<file path="config.mk">
export PLATFORM = sky130hd
export DESIGN_NAME = serial_latch_driver
export DESIGN_NICKNAME = d
export VERILOG_FILES = /design/src/rtl/sld_pkg.sv /design/src/rtl/sld_sync.sv /design/src/rtl/sld_edge.sv /design/src/rtl/sld_shift.sv /design/src/rtl/sld_latch.sv /design/src/rtl/serial_latch_driver.sv
export SDC_FILE = /design/constraint.sdc
export NUM_CORES = 1
export LEC_CHECK = 0
export BUFFER_PORTS_ARGS = -buffer_cell sky130_fd_sc_hd__buf_2
export CAP_MARGIN = 20
export CORE_MARGIN = 4
export CORE_UTILIZATION = 45
export CTS_CLUSTER_SIZE = 12
export DETAILED_ROUTE_END_ITERATION = 8
export GPL_TIMING_DRIVEN = 0
export PLACE_DENSITY_LB_ADDON = 0.2
export RECOVER_POWER = 25
export REMOVE_ABC_BUFFERS = 1
export SYNTH_ARGS = -nofsm -noshare
export SYNTH_HDL_FRONTEND = slang
export SYNTH_SLANG_ARGS = --single-unit
</file>
<file path="constraint.sdc">
create_clock -name clk_i -period 1.66 [get_ports clk_i]
set_clock_uncertainty 0.05 [all_clocks]
set_input_delay 0.249 -clock clk_i [delete_from_list [all_inputs] [get_ports clk_i]]
set_output_delay 0.249 -clock clk_i [all_outputs]
set_load 0.1 [all_outputs]
</file>
<file path="src/rtl/sld_pkg.sv">
package sld_pkg;
  localparam int unsigned NUM_OUT     = 32;
  localparam int unsigned SYNC_DEPTH  = 2;

  typedef struct packed {
    logic sclk;
    logic sdat;
    logic en;
    logic blank;
  } sld_in_t;

  localparam int unsigned IN_W = $bits(sld_in_t);
endpackage

</file>
<file path="src/rtl/sld_sync.sv">
module sld_sync #(
  parameter int unsigned WIDTH  = 4,
  parameter int unsigned STAGES = 2
) (
  input  logic             clk_i,
  input  logic             rst_ni,
  input  logic [WIDTH-1:0] d_i,
  output logic [WIDTH-1:0] q_o
);
  logic [WIDTH-1:0] stage_q [STAGES];

  for (genvar s = 0; s < STAGES; s++) begin : g_stage
    if (s == 0) begin : g_first
      always_ff @(posedge clk_i or negedge rst_ni) begin
        if (!rst_ni) stage_q[s] <= '0;
        else         stage_q[s] <= d_i;
      end
    end else begin : g_rest
      always_ff @(posedge clk_i or negedge rst_ni) begin
        if (!rst_ni) stage_q[s] <= '0;
        else         stage_q[s] <= stage_q[s-1];
      end
    end
  end

  assign q_o = stage_q[STAGES-1];
endmodule

</file>
<file path="src/rtl/sld_edge.sv">
module sld_edge
  import sld_pkg::*;
(
  input  logic    clk_i,
  input  logic    rst_ni,
  input  sld_in_t sy_i,
  output logic    sclk_rise_o,
  output logic    sclk_fall_o,
  output logic    en_fall_o
);
  logic sclk_q, en_q;

  always_ff @(posedge clk_i or negedge rst_ni) begin
    if (!rst_ni) begin
      sclk_q <= 1'b0;
      en_q   <= 1'b0;
    end else begin
      sclk_q <= sy_i.sclk;
      en_q   <= sy_i.en;
    end
  end

  assign sclk_rise_o = sy_i.sclk & ~sclk_q;
  assign sclk_fall_o = ~sy_i.sclk & sclk_q;
  assign en_fall_o   = en_q & ~sy_i.en;
endmodule

</file>
<file path="src/rtl/sld_shift.sv">
module sld_shift #(
  parameter int unsigned N = 32
) (
  input  logic         clk_i,
  input  logic         rst_ni,
  input  logic         en_i,
  input  logic         rise_i,
  input  logic         fall_i,
  input  logic         din_i,
  output logic [N-1:0] shreg_o,
  output logic         sdo_o
);
  logic [N-1:0] shreg_q;
  logic         sdo_q;

  // new bits enter at the top; the oldest bit sits at index 0
  always_ff @(posedge clk_i or negedge rst_ni) begin
    if (!rst_ni)              shreg_q <= '0;
    else if (en_i && rise_i)  shreg_q <= {din_i, shreg_q[N-1:1]};
  end

  always_ff @(posedge clk_i or negedge rst_ni) begin
    if (!rst_ni)              sdo_q <= 1'b0;
    else if (en_i && fall_i)  sdo_q <= shreg_q[0];
  end

  assign shreg_o = shreg_q;
  assign sdo_o   = sdo_q;
endmodule

</file>
<file path="src/rtl/sld_latch.sv">
module sld_latch #(
  parameter int unsigned N = 32
) (
  input  logic         clk_i,
  input  logic         rst_ni,
  input  logic         load_i,
  input  logic         blank_i,
  input  logic [N-1:0] shreg_i,
  output logic [N-1:0] latch_o,
  output logic [N-1:0] out_o
);
  logic [N-1:0] latch_q;

  always_ff @(posedge clk_i or negedge rst_ni) begin
    if (!rst_ni)     latch_q <= '0;
    else if (load_i) latch_q <= shreg_i;
  end

  assign latch_o = latch_q;
  assign out_o   = blank_i ? '0 : latch_q;
endmodule

</file>
<file path="src/rtl/serial_latch_driver.sv">
module serial_latch_driver
  import sld_pkg::*;
(
  input  logic               clk_i,
  input  logic               rst_ni,
  input  logic               sclk_i,
  input  logic               sdat_i,
  input  logic               load_en_i,
  input  logic               blank_i,
  output logic [NUM_OUT-1:0] out_o,
  output logic               sdo_o
);
  sld_in_t              raw_in, sy_in;
  logic [IN_W-1:0]      sy_bits;
  logic                 sclk_rise, sclk_fall, en_fall;
  logic [NUM_OUT-1:0]   shreg, latch_q;

  assign raw_in = '{sclk: sclk_i, sdat: sdat_i, en: load_en_i, blank: blank_i};

  sld_sync #(.WIDTH(IN_W), .STAGES(SYNC_DEPTH)) u_sync (
    .clk_i  (clk_i),
    .rst_ni (rst_ni),
    .d_i    (raw_in),
    .q_o    (sy_bits)
  );
  assign sy_in = sld_in_t'(sy_bits);

  sld_edge u_edge (
    .clk_i       (clk_i),
    .rst_ni      (rst_ni),
    .sy_i        (sy_in),
    .sclk_rise_o (sclk_rise),
    .sclk_fall_o (sclk_fall),
    .en_fall_o   (en_fall)
  );

  sld_shift #(.N(NUM_OUT)) u_shift (
    .clk_i   (clk_i),
    .rst_ni  (rst_ni),
    .en_i    (sy_in.en),
    .rise_i  (sclk_rise),
    .fall_i  (sclk_fall),
    .din_i   (sy_in.sdat),
    .shreg_o (shreg),
    .sdo_o   (sdo_o)
  );

  sld_latch #(.N(NUM_OUT)) u_latch (
    .clk_i   (clk_i),
    .rst_ni  (rst_ni),
    .load_i  (en_fall),
    .blank_i (sy_in.blank),
    .shreg_i (shreg),
    .latch_o (latch_q),
    .out_o   (out_o)
  );
endmodule

</file>
After elaboration in Yosys (flattened, before gate mapping)
Index checks and enable logic that the tools add are counted.
{ "op_classes": {"muxes": 1, "bitwise_logic": 6, "n_reduce_logical": 2} }
{ "ops": {"columns": ["operator", "n"], "rows": [
  ["two-way mux 32 bit", 1],
  ["AND 1 bit", 3],
  ["NOT 1 bit", 3],
  ["logical AND 1 bit", 2]
]} }
{ "totals": {"ff_bits": 75, "input_bits": 6, "out_inout_bits": 33, "word_cells": 16} }

Logic depth before layout (Yosys ltp)
Gate-level depths: netlist (run 1).
{ "depth": {"depth_word": 3, "depth_mapped": 4, "mapped_depth_nobuf": 2} }

Cells and area by module
Synthesis (run 1) repeated with hierarchy kept, for this count alone.
{ "hier_totals": {"hier_cells": 191, "area_unflattened_um2": 3303.2} }
{ "modules_own_cells": {"columns": ["mod", "instances", "cells_each", "area_each_um2", "seq_area_each_um2"], "rows": [
  ["sld_latch", 1, 103, 1616.6, 800.8],
  ["sld_shift", 1, 71, 1385.1, 825.8],
  ["sld_sync", 1, 12, 230.2, 200.2],
  ["sld_edge", 1, 5, 71.3, 50.0]
]} }

Worst setup path before layout (run 1)
OpenSTA, ideal clock, no wires.
{ "synth_path": {"path_kind": "reg-to-output", "from": "register u_sync.stage_q, in the netlist u_sync.q_o[0]", "to": "output out_o[0]", "t_arrival_ns": 1.943, "slack_ns": -0.582, "stages_incl_launch_ff": 3, "path_buffers": 1, "cell_sequence": "dfrtp_1 -> clkbuf_1 -> nor2b_1"} }
{ "synth_via": {"elab_chain_cells": 1} }
{ "synth_lines": {"columns": ["element", "line", "rtl"], "rows": [
  ["from (decl)", "sld_sync.sv:10", "logic [WIDTH-1:0] stage_q [STAGES];"],
  ["from (signal, indexed assignment)", "sld_sync.sv:21", "else stage_q[s] <= stage_q[s-1];"],
  ["two-way mux 32 bit", "sld_latch.sv:20", "assign out_o = blank_i ? '0 : latch_q;"],
  ["to (decl)", "serial_latch_driver.sv:10", "output logic [NUM_OUT-1:0] out_o,"]
]} }
Every way passes these cells.

Final worst setup path (run 1)
{ "layout_path": {"from": "register u_sync.stage_q, in the netlist u_sync.q_o[0]", "to": "output out_o[2]"} }
Same word-level chain as after synthesis.

==> summary.md, run 1 <==
| Metric | Value |
|---|---|
| Worst Path Max Fanout | 16 |
| Final worst path period share | 102% |
| P_int | 0.00358 W |
| Final worst setup slack | -0.0291 ns |
| Grt ovf | 0 |
| Final Util | 67.1% |
| Most common cell after layout, fill and taps aside | dfrtp_1 |
| HPWL after DPL | 2700 um |
| Area share of and/or/nand/nor cells after synthesis | 7.62% |
| CP required | 1.36 ns |
| # DRC | 0 |
| Slew HR | 60.9% |
| FF-to-FF Start | u_sync.q_o[1]$_DFF_PN0_ |
| Yosys reg bits | 75 |
| Worst-path clk slew | 0.08 ns |
| Placement Cell Area | 0.00330 sq mm |
| Fin. max-slew vios | 0 |
| Final setup violation count | 23 |
| Largest net degree at the start of global routing | 53 |
| Status | finished with violations |
| Failing checks | negative setup slack |
| Compound-Gate Fraction of Synth Area | 0% |
| Reg-to-Reg End | u_shift.shreg_o[18]$_DFFE_PN0P_ |
| Vias in the first global route | 1675 |
| Ant diodes | 0 |
| Switching Share | 27.4% |
| Number of cell rows | 29 |
| # fillers | 449 |
| Hold Crit Depth | 0 |
| FF-to-FF path depth | 2 |
| Synth Cell Area | 0.00307 sq mm |
| CTS H-tree lvls | 3 |
| Static leakage | 2.03 nW |
| Proportion of power drawn by the clock network | 33.8% |
| Chip width | 90.6 um |
| Adder-cell share of the synthesized area | 0% |
| First-pass GRT wire length | 8420 um |
| Total track usage | 13.2% |
| Maximum Capacitance Violations | 0 |
| Most frequent cells in the layout | dfrtp_1, buf_12, nor2b_4 |
| Worst IR Drop VDD | 0.888 mV |
| Hold worst-path end | u_sync.q_o[1]$_DFF_PN0_ |
| Sequential Power Share | 43.7% |
| DR pass1 iterations | 4 |
| Synth-to-Final Area Change | 41.9% |
| Via Count | 1578 |
| Total number of yosys warnings | 0 |
| Final Critical Period | 1.69 ns |
| Mapped Cells | 185 |
| RSZ-0062 raised after global routing | yes |
| Sum of negative setup slack | -0.346 ns |
| Fraction of layout cells with a size suffix above 1 | 53.9% |
| Worst setup path startpoint | u_sync.q_o[0]$_DFF_PN0_ |
| Nature of the critical path endpoint | output pin |
| Post-layout instance area | 0.00436 sq mm |
| Syn_area_per_cell | 16.6 sq um |
| Synth Area in XOR/XNOR | 0% |
| Longest Clk Path Bufs | 2 |
| Hold path start | u_sync.stage_q[5]$_DFF_PN0_ |
| Initial antenna violation count | 0 |
| Post-route ant nets | 0 |
| Achievable frequency | 592 MHz |
| Root Buffer | clkbuf_8 |
| GPL Wtd Cong | 0.648 |
| Register area | 0.00188 sq mm |
| DIE HEIGHT | 90.6 um |
| Post-synthesis sequential area ratio | 61.1% |
| Main combinational cell family by area after synthesis | multiplexers |
| IO buf count | 38 |
| Area of the multi-input gates | 0.00133 sq mm |
| Drt wl/cell | 15.6 um |
| Reg2reg setup slack | 0.14 ns |
| Class of the worst hold path | reg -> reg |
| Logic pwr share | 22.5% |
| Core area | 0.00649 sq mm |
| Worst-Margin Slew | 0.587 ns |
| CTS Sinks | 75 |
| Final net count | 242 |
| Clk_lat worst skew | 0.34 ns |
| Final hold vios | 0 |
| Worst EP arrival | 1.39 ns |
| TritonCTS buffer count | 9 |
| Switching power | 0.00135 W |
| Crit path launch type | flop |
| DR vias/cell | 4.96 |
| CP Class | reg -> out |
| Routed WL | 4960 um |
| Die area | 0.00821 sq mm |
| Initial core utilization | 47.3% |
| CTS tree | yes |
| IO Pins | 39 |
| Post-synthesis mux area share | 27.5% |
| PwrDens | 1130 mW/mm^2 |
| Netlist cell types | 10 |
| DRT iter0 DRCs | 37 |
[area by class of cell]
cell class | count | area share, %
tap | 77 | 2.21
clock buffer | 11 | 3.24
sequential | 75 | 43.1
clock inverter | 5 | 2.30
multi-input combinational | 100 | 30.4
timing repair buffer | 50 | 18.7
[power by group through the flow]
stage          registers (W)  logic, W  clock network (W)
6_report             0.00216   0.00111            0.00167
5_1_grt              0.00219   0.00116            0.00181
4_1_cts              0.00214  0.000991            0.00172
3_5_place_dp         0.00219  0.000804                  0
3_3_place_gp         0.00218  0.000790                  0
2_1_floorplan        0.00214  0.000680                  0
[state kept, by name (all words and copies together) (netlist names)]
register	flops
u_latch.latch_o	32
u_edge.en_q	1
u_shift.sdo_o	1
u_shift.shreg_o	32
u_sync.stage_q	4
u_edge.sclk_q	1
u_sync.q_o	4
[routing by layer]
metal / share of wire, % / vias up / global-route usage (%)
li1: - / 727 / -
met1: 46 / 810 / 17.3
met2: 48 / 30 / 19.8
met3: 3.1 / 11 / 3.08
met4: 2.3 / 0 / 7.65
met5: 0 / - / 0
[metrics by stage]
stage / hold slack (ns) / worst slack, ns / total power, W / cells
after floorplan: -0.0966 / -1.62 / 0.00282 / 175
after global placement: 0.282 / -2.40 / 0.00298 / 290
after detailed placement: 0.124 / -0.224 / 0.00299 / 292
after CTS: 0.296 / -0.0718 / 0.00485 / 318
after global routing: 0.307 / -0.0737 / 0.00515 / 318
final: 0.296 / -0.0291 / 0.00493 / 318
[cells by family (layout without fill, tap and decap cells)]
| logic type | Yosys count | count (layout) |
|---|---|---|
| flip-flops | 75 | 75 |
| multiplexers | 65 | 65 |
| AND/OR/NAND/NOR | 35 | 35 |
| buffers and inverters | 10 | 66 |
[how the worst max path moves through the flow]
| stage | end | depth (start not counted) | slack, ns |
|---|---|---|---|
| 3_3_place_gp | u_latch.latch_o[31]$_DFFE_PN0P_ | 2 | -2.40 |
| 2_1_floorplan | u_latch.latch_o[0]$_DFFE_PN0P_ | 2 | -1.62 |
| 5_1_grt | out_o[2] | 3 | -0.07 |
| 4_1_cts | out_o[3] | 3 | -0.07 |
| 6_report | out_o[2] | 3 | -0.03 |
| 3_5_place_dp | out_o[18] | 2 | -0.22 |
[what timing repair did]
item | CTS | global route
gates resized for setup | 128 | 68
buffers inserted | 5 | 0
gates cloned | 0 | 0
hold endpoints to repair | 27 | 0
setup endpoints to repair | 51 | 32
hold buffers | 5 | 0
[worst max-delay path, stage by stage (launching register included)]
cell     delay (ns)
dfrtp_4        0.51
buf_12         0.19
nor2b_4        0.15
buf_12         0.18
[synthesized netlist by cell type (all sizes together)]
cell type  count  area, sq um
nor2b         33          206
buf            7          105
mux2          65          845
dfrtp         75         1880
clkbuf         3         11.3
nand3b         2         27.5
(Power assumes the default switching activity.)
==> run 2, diff against run 1 <==
==> constraint.sdc (replaced) <==
create_clock -name clk_i -period 1.66 [get_ports clk_i]
set_clock_uncertainty 0.05 [all_clocks]
set_input_delay 0.166 -clock clk_i [delete_from_list [all_inputs] [get_ports clk_i]]
set_output_delay 0.166 -clock clk_i [all_outputs]
set_load 0.1 [all_outputs]
==> summary.md, run 2 (synthesis results as in run 1) <==
| Metric | Value |
|---|---|
| DRT iter0 DRCs | 59 |
| Class of the worst hold path | reg -> reg |
| Worst EP arrival | 1.43 ns |
| # DRC | 0 |
| GRT met2 Usage | 19.6% |
| Final hold vios | 0 |
| Core area | 0.00649 sq mm |
| Post-route ant nets | 0 |
| Chip width | 90.6 um |
| PwrDens | 1170 mW/mm^2 |
| Initial core utilization | 47.3% |
| Total track usage | 13.0% |
| Final worst setup slack | 0.0163 ns |
| CTS H-tree lvls | 3 |
| Grt met1 use | 17.0% |
| Post-layout instance area | 0.00416 sq mm |
| Static leakage | 2.00 nW |
| CTS Sinks | 75 |
| Register area | 0.00188 sq mm |
| GPL Wtd Cong | 0.648 |
| Worst-Margin Slew | 0.643 ns |
| Final net count | 243 |
| Dpl cells | 292 |
| Initial antenna violation count | 0 |
| Status | finished, final reports clean |
| First-pass GRT wire length | 8350 um |
| Met3 Resource Use GR | 3.08% |
| DIE HEIGHT | 90.6 um |
| CP Class | reg -> out |
| Final worst path period share | 99.0% |
| Via Count | 1576 |
| DR pass1 iterations | 3 |
| Fin. max-slew vios | 0 |
| Nature of the critical path endpoint | output pin |
| IO buf count | 38 |
| Final setup violation count | 0 |
| Area of the multi-input gates | 0.00119 sq mm |
| # fillers | 476 |
| CP required | 1.44 ns |
| Non-Filler Instances | 319 |
| Longest Clk Path Bufs | 2 |
| Ant diodes | 0 |
| Placement Cell Area | 0.00330 sq mm |
| HPWL after DPL | 2700 um |
| Number of cell rows | 29 |
| Grt ovf | 0 |
| Worst IR Drop VDD | 0.896 mV |
| Clk_lat worst skew | 0.34 ns |
| Slew HR | 57.2% |
| Most frequent cells in the layout | dfrtp_1, mux2_1, mux2_4 |
| Synth-to-Final Area Change | 35.5% |
| DR vias/cell | 4.94 |
| Vias in the first global route | 1676 |
| Root Buffer | clkbuf_8 |
| Worst Path Max Fanout | 8 |
| Hold_ws | 0.296 ns |
| Final Critical Period | 1.64 ns |
| Die area | 0.00821 sq mm |
| Most common cell after layout, fill and taps aside | dfrtp_1 |
| RSZ-0062 raised after global routing | yes |
| Maximum Capacitance Violations | 0 |
| Post-Place Worst Slack | -0.141 ns |
| Achievable frequency | 608 MHz |
| TritonCTS buffer count | 9 |
| GRT busiest layer | met2 |
| Routed WL | 4910 um |
| Drt wl/cell | 15.4 um |
| Worst-path clk slew | 0.08 ns |
| Fraction of layout cells with a size suffix above 1 | 52.5% |
| Crit path launch type | flop |
| CTS tree | yes |
| IO Pins | 39 |
| Largest net degree at the start of global routing | 53 |
[run 2: path summary, 6_finish.rpt]
check	end	startpoint	slack, ns	cells past startpoint
min reg2reg	u_sync.q_o[1]$_DFF_PN0_	u_sync.stage_q[5]$_DFF_PN0_	0.30	0
max reg2reg	u_shift.shreg_o[18]$_DFFE_PN0P_	u_sync.q_o[1]$_DFF_PN0_	0.13	2
max in group asynchronous	u_shift.shreg_o[30]$_DFFE_PN0P_	rst_ni	0.56	3
max	out_o[19]	u_sync.q_o[0]$_DFF_PN0_	0.02	3
min in group asynchronous	u_latch.latch_o[2]$_DFFE_PN0P_	rst_ni	0.33	2
min	u_sync.q_o[1]$_DFF_PN0_	u_sync.stage_q[5]$_DFF_PN0_	0.30	0
[run 2: cell type report]
class | instances | share of cell area (%)
Sequential cell | 75 | 45.2
Multi-Input combinational cell | 100 | 28.5
Timing Repair Buffer | 51 | 18.2
Clock buffer | 11 | 3.40
Clock inverter | 5 | 2.40
Tap cell | 77 | 2.31
[run 2: critical path, cell delays in order (launching register included)]
cell and delay [ns]:
dfrtp_4 0.53, buf_4 0.20, nor2b_2 0.17, buf_12 0.19
[run 2: what timing repair did]
action,4_1_cts,5_1_grt
setup endpoints to repair,51,27
gates resized for setup,81,69
setup buffers,6,0
hold buffers,5,0
hold endpoints to repair,27,0
[run 2: layer usage]
layer / part of all wire [%] / vias to the layer above
li1: - / 729
met1: 48 / 806
met2: 47 / 30
met3: 3.0 / 11
met4: 2.3 / 0
met5: 0 / -
[run 2: stage by stage]
stage          power [W]  util, %  setup TNS, ns
2_1_floorplan    0.00282        -         -68.66
5_1_grt          0.00508     64.1         -0.640
4_1_cts          0.00479     59.9        -0.0890
3_5_place_dp     0.00299     50.8          -4.27
6_report         0.00486     64.1              0
3_3_place_gp     0.00298     49.9         -85.64
[run 2: where the power goes]
group	switching (W)	internal (W)
logic	0.000576	0.000474
clock network	0.000630	0.00104
registers	0.000118	0.00203
==> run 3, diff against run 2 <==
SETUP_SLACK_MARGIN = 0.2   (was not set)
clock period = 1.9 ns   (was 1.66 ns; I/O delays follow)
==> summary.md, run 3 (synthesis results as in run 1) <==
| Metric | Value |
|---|---|
| Status | finished, final reports clean |
| Dpl cells | 292 |
| Drt wl/cell | 15.0 um |
| Class of the worst hold path | in -> async |
| FF-to-FF Start | u_sync.q_o[1]$_DFF_PN0_ |
| Total track usage | 13.0% |
| Worst-path clk slew | 0.08 ns |
| Final worst path period share | 89.2% |
| Reg2reg setup slack | 0.38 ns |
| Vias in the first global route | 1678 |
| Area of the multi-input gates | 0.00114 sq mm |
| CP Class | reg -> out |
| Most common cell after layout, fill and taps aside | dfrtp_1 |
| Hold_ws | 0.227 ns |
| Fin. max-slew vios | 0 |
| Initial core utilization | 47.3% |
| Non-Filler Instances | 319 |
| Final net count | 243 |
| Register area | 0.00188 sq mm |
| Core area | 0.00649 sq mm |
| Final Critical Period | 1.69 ns |
| Largest net degree at the start of global routing | 53 |
| Routed WL | 4790 um |
| Synth-to-Final Area Change | 27.1% |
| Root Buffer | clkbuf_8 |
| DRT iter0 DRCs | 53 |
| GPL Wtd Cong | 0.648 |
| HPWL after DPL | 2700 um |
| Reg-to-Reg End | u_shift.shreg_o[18]$_DFFE_PN0P_ |
| Grt ovf | 0 |
| Initial antenna violation count | 0 |
| FF-to-FF path depth | 2 |
| Achievable frequency | 590 MHz |
| Via Count | 1567 |
| Static leakage | 1.94 nW |
| CTS Sinks | 75 |
| Final Util | 60.1% |
| Worst EP arrival | 1.45 ns |
| Worst-Margin Slew | 0.704 ns |
| PwrDens | 1060 mW/mm^2 |
| Die area | 0.00821 sq mm |
| CP required | 1.66 ns |
| # fillers | 511 |
| # DRC | 0 |
| CTS H-tree lvls | 3 |
| DR vias/cell | 4.91 |
| Fraction of layout cells with a size suffix above 1 | 45.9% |
| RSZ-0062 raised after global routing | yes |
| Chip width | 90.6 um |
| Worst IR Drop VDD | 0.779 mV |
| Nature of the critical path endpoint | output pin |
| Post-route ant nets | 0 |
| CTS tree | yes |
| Final worst setup slack | 0.205 ns |
| Final hold vios | 0 |
| Slew HR | 53.1% |
| Clk_lat worst skew | 0.34 ns |
| TritonCTS buffer count | 9 |
| Longest Clk Path Bufs | 2 |
| Crit path launch type | flop |
| Ant diodes | 0 |
| Worst Path Max Fanout | 8 |
| Post-layout instance area | 0.00391 sq mm |
| IO Pins | 39 |
| Post-Place Worst Slack | 0.0751 ns |
| Placement Cell Area | 0.00330 sq mm |
| Maximum Capacitance Violations | 0 |
| IO buf count | 38 |
| Most frequent cells in the layout | dfrtp_1, mux2_1, mux2_4 |
| DR pass1 iterations | 3 |
| Final setup violation count | 0 |
| Number of cell rows | 29 |
| DIE HEIGHT | 90.6 um |
| First-pass GRT wire length | 8360 um |
## run 3: worst max-delay path, stage by stage (launching register included)
cell	delay (ns)
dfrtp_4	0.52
buf_4	0.20
nor2b_1	0.15
buf_6	0.24
## run 3: power by group
| part | switching, W | internal (W) | total (W) |
|---|---|---|---|
| Sequential | 0.000101 | 0.00177 | 0.00187 |
| Clock | 0.000550 | 0.000904 | 0.00145 |
| Combinational | 0.000482 | 0.000320 | 0.000802 |
| Total | 0.00113 | 0.00299 | 0.00413 |
## run 3: what timing repair did
| item | in CTS | in global routing |
|---|---|---|
| buffers inserted | 6 | 0 |
| hold endpoints to repair | 27 | 0 |
| endpoints found under the setup margin | 51 | 28 |
| hold buffers | 5 | 0 |
| resized for setup | 63 | 26 |
## run 3: layout make-up
type                            count  share of cell area, %
Multi-Input combinational cell    100                   29.1
Clock buffer                       11                   3.62
Tap cell                           77                   2.47
Sequential cell                    75                   48.2
Timing Repair Buffer               51                   14.1
Clock inverter                      5                   2.56
## run 3: how the worst max path moves through the flow
stage | startpoint | to | slack, ns | cells past startpoint
after floorplan | u_sync.q_o[1]$_DFF_PN0_ | u_latch.latch_o[0]$_DFFE_PN0P_ | -1.38 | 2
after global placement | u_sync.q_o[1]$_DFF_PN0_ | u_latch.latch_o[31]$_DFFE_PN0P_ | -2.16 | 2
after detailed placement | u_sync.q_o[0]$_DFF_PN0_ | out_o[18] | 0.08 | 2
after CTS | u_sync.q_o[0]$_DFF_PN0_ | out_o[24] | 0.18 | 3
after global routing | u_sync.q_o[0]$_DFF_PN0_ | out_o[10] | 0.14 | 3
final | u_sync.q_o[0]$_DFF_PN0_ | out_o[12] | 0.21 | 3
## run 3: metrics by stage
stage | TNS, ns | power (W)
final | 0 | 0.00413
after global placement | -67.57 | 0.00260
after global routing | 0 | 0.00432
after detailed placement | 0 | 0.00261
after floorplan | -54.06 | 0.00247
after CTS | 0 | 0.00418
## run 3: per-layer routing
layer	vias up	global-route usage, %	part of all wire (%)
met1	798	16.9	48
met5	-	0	0
met2	30	19.7	46
met4	0	7.65	2.4
li1	728	-	-
met3	11	3.08	3.2
